**src/rtl/sdlc_pkg.sv**
```systemverilog
package sdlc_pkg;
  typedef struct packed {
    logic latchOpen;
    logic tokenOut;
  } ctrlStrobes_t;
endpackage

```
**src/rtl/sdlc_cgate3.sv**
```systemverilog
module sdlc_cgate3 (
  input  logic clk,
  input  logic rstN,
  input  logic a,
  input  logic b,
  input  logic c,
  output logic z
);
  logic zSet;
  logic zReset;
  assign zSet   = a & ~b;
  assign zReset = ~a & b & c;
  always_ff @(posedge clk or negedge rstN) begin
    if (!rstN) z <= 1'b0;
    else       z <= zSet | (z & ~zReset);
  end
endmodule

```
**src/rtl/sdlc_cgate2.sv**
```systemverilog
module sdlc_cgate2 (
  input  logic clk,
  input  logic rstN,
  input  logic a,
  input  logic b,
  output logic z
);
  logic zSet;
  logic zReset;
  assign zSet   = a & ~b;
  assign zReset = ~a;
  always_ff @(posedge clk or negedge rstN) begin
    if (!rstN) z <= 1'b0;
    else       z <= zSet | (z & ~zReset);
  end
endmodule

```
**src/rtl/sdlc_ctrl.sv**
```systemverilog
module sdlc_ctrl
  import sdlc_pkg::*;
(
  input  logic         clk,
  input  logic         rstN,
  input  logic         reqIn,
  input  logic         ackOut,
  output logic         ackIn,
  output ctrlStrobes_t strobes
);
  logic accepted;
  logic offered;

  sdlc_cgate3 uInGate (
    .clk (clk),
    .rstN(rstN),
    .a   (reqIn),
    .b   (offered),
    .c   (ackOut),
    .z   (accepted)
  );

  sdlc_cgate2 uOutGate (
    .clk (clk),
    .rstN(rstN),
    .a   (accepted),
    .b   (ackOut),
    .z   (offered)
  );

  assign ackIn             = accepted;
  assign strobes.tokenOut  = offered;
  assign strobes.latchOpen = accepted & ~offered;

  a_r2_ack_rise: assert property (@(posedge clk) disable iff (!rstN)
    $rose(accepted) |-> $past(reqIn && !offered));
  a_r3_ack_fall: assert property (@(posedge clk) disable iff (!rstN)
    $fell(accepted) |-> $past(!reqIn && offered && ackOut));
  a_r4_req_rise: assert property (@(posedge clk) disable iff (!rstN)
    $rose(offered) |-> $past(accepted && !ackOut));
  a_r5_req_fall: assert property (@(posedge clk) disable iff (!rstN)
    $fell(offered) |-> $past(!accepted));
endmodule

```
**src/rtl/sdlc_datapath.sv**
```systemverilog
module sdlc_datapath
  import sdlc_pkg::*;
#(
  parameter int DATA_W = 8
) (
  input  logic              clk,
  input  logic              rstN,
  input  ctrlStrobes_t      strobes,
  input  logic [DATA_W-1:0] dataIn,
  output logic [DATA_W-1:0] dataOut
);
  logic [DATA_W-1:0] store;
  always_ff @(posedge clk or negedge rstN) begin
    if (!rstN)                  store <= '0;
    else if (strobes.latchOpen) store <= dataIn;
  end
  assign dataOut = store;

  a_r8_hold: assert property (@(posedge clk) disable iff (!rstN)
    !$past(strobes.latchOpen) |-> $stable(dataOut));
endmodule

```
**src/rtl/sdlc_top.sv**
```systemverilog
module sdlc_top
  import sdlc_pkg::*;
#(
  parameter int DATA_W = 8
) (
  input  logic              clk,
  input  logic              rstN,
  input  logic              reqIn,
  output logic              ackIn,
  input  logic [DATA_W-1:0] dataIn,
  output logic              reqOut,
  input  logic              ackOut,
  output logic [DATA_W-1:0] dataOut,
  output logic              latchEn
);
  ctrlStrobes_t strobes;

  sdlc_ctrl uCtrl (
    .clk    (clk),
    .rstN   (rstN),
    .reqIn  (reqIn),
    .ackOut (ackOut),
    .ackIn  (ackIn),
    .strobes(strobes)
  );

  sdlc_datapath #(.DATA_W(DATA_W)) uData (
    .clk    (clk),
    .rstN   (rstN),
    .strobes(strobes),
    .dataIn (dataIn),
    .dataOut(dataOut)
  );

  assign reqOut  = strobes.tokenOut;
  assign latchEn = strobes.latchOpen;

  a_r7_bundle: assert property (@(posedge clk) disable iff (!rstN)
    $rose(reqOut) |-> dataOut == $past(dataIn));
endmodule

```
**config.mk**
```make
export PLATFORM = sky130hd
export DESIGN_NAME = sdlc_top
export DESIGN_NICKNAME = d
export VERILOG_FILES = /design/src/rtl/sdlc_pkg.sv /design/src/rtl/sdlc_cgate3.sv /design/src/rtl/sdlc_cgate2.sv /design/src/rtl/sdlc_ctrl.sv /design/src/rtl/sdlc_datapath.sv /design/src/rtl/sdlc_top.sv
export SDC_FILE = /design/constraint.sdc
export NUM_CORES = 1
export LEC_CHECK = 0
export BUFFER_PORTS_ARGS = -buffer_cell sky130_fd_sc_hd__buf_2
export CORE_AREA = 2 2 39 41
export CTS_BUF_LIST = sky130_fd_sc_hd__clkbuf_8
export CTS_CLUSTER_SIZE = 16
export DETAILED_ROUTE_END_ITERATION = 12
export DIE_AREA = 0 0 41 43
export GPL_TIMING_DRIVEN = 0
export PLACE_DENSITY_LB_ADDON = 0.1
export SKIP_CTS_REPAIR_TIMING = 1
export SLEW_MARGIN = 20
export SYNTH_ARGS = -nofsm -noshare
export SYNTH_HDL_FRONTEND = slang
export SYNTH_SLANG_ARGS = --single-unit
```
**constraint.sdc**
```tcl
create_clock -name clk -period 1.3 [get_ports clk]
set_input_delay 0.13 -clock clk [delete_from_list [all_inputs] [get_ports clk]]
set_output_delay 0.13 -clock clk [all_outputs]
set_load 0.005 [all_outputs]
```
; Yosys cells after proc, flatten, opt, wreduce, memory -nomap -nowiden
; Index checks and enable logic that the tools add are counted.
[totals]
output_inout_bits = 11
wordCells = 16
register_bits = 10
inputBits = 12
[classes]
bitwise = 13
[ops]
columns = operator, n
row1 = $and 1x1->1, 7
row2 = $not 1->1, 4
row3 = $or 1x1->1, 2

; Logic depth before layout (Yosys ltp)
[logic_depth]
ltp_word = 6
depth_mapped = 3
mapped_depth_nobuf = 2

; Modules after synthesis
; A second synthesis with hierarchy kept.
[unflattened]
hier_cells = 26
area_unflattened_um2 = 435.4
[by_module_without_submodules]
columns = mod, area_per_inst_um2, n_inst, seq_area_each_um2, cells_per_inst
row1 = sdlc_datapath, 331.6, 1, 200.2, 17
row2 = sdlc_cgate3, 46.3, 1, 25.0, 4
row3 = sdlc_cgate2, 36.3, 1, 25.0, 3
row4 = sdlc_ctrl, 21.3, 1, 0.0, 2

; Worst setup path before layout
; Ideal clock, no wire load.
[synth_timing]
path_type = reg-to-reg
from = reg uCtrl.uOutGate.z
to = reg uData.store[0], in the netlist uData.dataOut[0]
setup_slack_ps = 190
path_stages_with_launch = 4
setup_ps = 125
synth_period_minus_slack_ps = 1110
arrival_ps = 985
t_required_ps = 1175
cell_sequence = dfrtp_1 nor2b_2 buf_6 mux2_4
[synth_via]
elab_chain_len = 2
[synth_rtl]
columns = item, line
row1 = start: declaration, sdlc_cgate2.sv:6  ; output logic z
row2 = start signal: assignment, sdlc_cgate2.sv:14  ; else z <= zSet | (z & ~zReset);
row3 = $not 1->1, sdlc_ctrl.sv:33  ; assign strobes.latchOpen = accepted & ~offered;
row4 = $and 1x1->1, sdlc_ctrl.sv:33
row5 = named net latchEn, sdlc_top.sv:14  ; output logic latchEn
row6 = end signal: assignment, sdlc_datapath.sv:15  ; else if (strobes.latchOpen) store <= dataIn;
row7 = end: declaration, sdlc_datapath.sv:12  ; logic [DATA_W-1:0] store;
; The timed path passes the listed nets, and every way through them passes these cells.
; A chain may end at the register's enable or synchronous reset.

; Worst setup path after layout
[layout_timing]
from = reg uCtrl.uOutGate.z
to = out latchEn
[layout_via]
elab_chain_len = 2
[layout_rtl]
columns = item, line
row1 = $not 1->1, sdlc_ctrl.sv:33
row2 = $and 1x1->1, sdlc_ctrl.sv:33
row3 = end: declaration, sdlc_top.sv:14
; No other way between the ends.

==> flow_summary.json <==
{
  "synth.most_common_cell": "dfrtp_1",
  "cp-end-kind": "output port",
  "worst_pin_slew_ns": 0.221,
  "drv_slew": 0,
  "yosys.area.top_type": "dfrtp_1",
  "holdPathStages": 2,
  "hold_viol": 0,
  "whs_endpoint": "uCtrl.uOutGate.z",
  "rr_startpoint": "uCtrl.uOutGate.z",
  "reg2reg_depth": 3,
  "num_vias": 293,
  "drtAntennaViolNets": 0,
  "diodes": 0,
  "setup_tns_ns": 0,
  "synth-seq-cells": 10,
  "ir_drop_uv": 873,
  "placeableCoreArea_um2": 1380,
  "rsz0062_at_grt": "false",
  "htreeDepth": 1,
  "required_ns": 1.17,
  "clkSinkCount": 10,
  "place_ws_ns": 0.147,
  "rows": 14,
  "setup_viol": 0,
  "cts_buffer_depth": 2,
  "synth_area_per_cell_um2": 16.9,
  "post_drt_wl_per_cell_um": 12.6,
  "drt_iter0_drc": 6,
  "die-area_um2": 1760,
  "syn_area_um2": 422,
  "yosys_warnings": 0,
  "die_y_um": 43,
  "yosysUniqueCellTypes": 9,
  "synthTopCellsByCount": "dfrtp_1, mux2_4",
  "vias_per_cell": 4.37,
  "synth_edf_count": 0,
  "grtUsageTotal": 0.120,
  "cellPowerDensity_nw_per_um2": 2630,
  "grt_pass1_vias": 265,
  "cp_max_fo": 9,
  "cap_violations": 0,
  "worst_skew_pair.late_latency_ns": 0.23,
  "min_period_over_period": 0.933,
  "drive_gt1_frac": 0.706,
  "syn_inst": 25,
  "top_level_ports": 23,
  "path_clk_slew_ns": 0.04,
  "antenna_found_initial": 0,
  "min-delay-start": "ackOut",
  "die_width_um": 41,
  "outcome": "finished clean",
  "power.leakage_uw": 0.000314,
  "critical_path_arrival_ns": 1.08,
  "fmax_ghz": 0.824,
  "drc": 0,
  "seqCellArea_um2": 250,
  "grt_overflow_total": 0,
  "grt_max_degree": 11,
  "setup.worst_path.start_class": "flip-flop",
  "fillers": 132,
  "r2r_end": "uData.dataOut[0]",
  "ff2ff_setup_slack_ns": 0.14,
  "drt-pass1-iter-count": 2,
  "use_met3": 0.0471,
  "criticalPathCategory": "reg2out",
  "cts_buffers": 3,
  "syn_to_final_growth_pct": 43.0,
  "finalClockSkew_ns": 0.00269,
  "slew_headroom": 0.853,
  "synthArstFlopShare": 1.00,
  "min_path_type": "in2reg",
  "use_met1": 0.164,
  "synth_top_area_share": 0.593,
  "grt-busiest-layer": "met1",
  "fin_nets": 65,
  "gp_congestion": 0.696,
  "synth.yosys.seq_area_share": 0.593,
  "fin_ws_ns": 0.0867,
  "dominantRegCellSynth": "dfrtp_1",
  "io_buffers": 22,
  "multiInputGateArea_um2": 156,
  "cts_tree": "done",
  "root_buffer": "clkbuf_8",
  "synthTopCellsByArea": "dfrtp_1, mux2_4, buf_6",
  "met2_usage": 0.141,
  "grt_pass1_wl_mm": 1.30,
  "start_util": 0.305,
  "dp_hpwl_um": 619,
  "fin_crit_ns": 1.21,
  "routed_wirelength_um": 846,
  "syn_nets": 37
}
==> sequential cells by signal, indices dropped and copies added, names as in the netlist <==
register and count:
uData.dataOut 8, uCtrl.uInGate.z 1, uCtrl.uOutGate.z 1
==> layout by cell type, fill, tap and decap left out <==
| master | Yosys | layout |
|---|---|---|
| buf_2 | 0 | 22 |
| o22a_2 | 1 | 1 |
| nor2b_2 | 1 | 1 |
| nor2b_1 | 1 | 1 |
| inv_1 | 1 | 1 |
| mux2_4 | 8 | 8 |
| nand2_1 | 1 | 1 |
| dlygate4sd3_1 | 0 | 1 |
| a21boi_0 | 1 | 1 |
| dfrtp_1 | 10 | 10 |
| clkbuf_8 | 0 | 3 |
| buf_6 | 1 | 1 |
==> worst max-delay path: stages (launching register included) <==
cell and delay (ns):
dfrtp_1 0.42, nor2b_2 0.14, buf_6 0.17, buf_2 0.13
==> kinds of logic (layout without fill, tap and decap cells) <==
logic type / count (synthesis) / count (layout) / share of synthesized area
AOI/OAI and AO/OA: 2 / 2 / 0.0416
buffers and inverters: 2 / 28 / 0.0356
DFF: 10 / 10 / 0.593
muxes: 8 / 8 / 0.285
and+or+nand+nor: 3 / 3 / 0.0445
==> per-stage QoR <==
stage | hold slack (ns) | cells | power, uW | instance area, um2 | utilization
after global routing | 0.116 | 67 | 1700 | 603 | 0.436
after floorplan | -0.166 | 25 | 1030 | 422 | -
after CTS | -0.250 | 66 | 1620 | 593 | 0.429
after detailed placement | 0.00173 | 63 | 1280 | 552 | 0.399
after global placement | -0.00881 | 63 | 1260 | 552 | 0.399
final | 0.0949 | 67 | 1580 | 603 | 0.436
==> report_power, final <==
group	switching [uW]	total [uW]	internal, uW
sequential	96.3	572	476
combinational	245	702	457
clock	109	310	202
==> how the worst max path moves through the flow <==
stage	slack [ns]	from	endpoint	cells past startpoint
finish	0.09	uCtrl.uOutGate.z	latchEn	3
global placement	0.18	uCtrl.uOutGate.z	uData.dataOut[4]	3
global route	0.03	uCtrl.uOutGate.z	latchEn	3
detailed placement	0.15	uCtrl.uOutGate.z	uData.dataOut[4]	3
floorplan	0.19	uCtrl.uOutGate.z	uData.dataOut[0]	3
CTS	0.07	uCtrl.uOutGate.z	latchEn	3
==> routing by layer <==
metal | vias to the layer above | wire (um)
met3 | 0 | 77
met4 | 0 | 0
li1 | 138 | -
met2 | 14 | 408
met5 | - | 0
met1 | 141 | 361
==> area by class of cell <==
cell class	instances	share of cell area
Buffer	1	0.0187
Tap cell	16	0.0332
Multi-Input combinational cell	13	0.259
Clock buffer	3	0.0685
Timing Repair Buffer	23	0.199
Sequential cell	10	0.415
Inverter	1	0.00622
No activity file was read; power rests on OpenSTA's default activity.
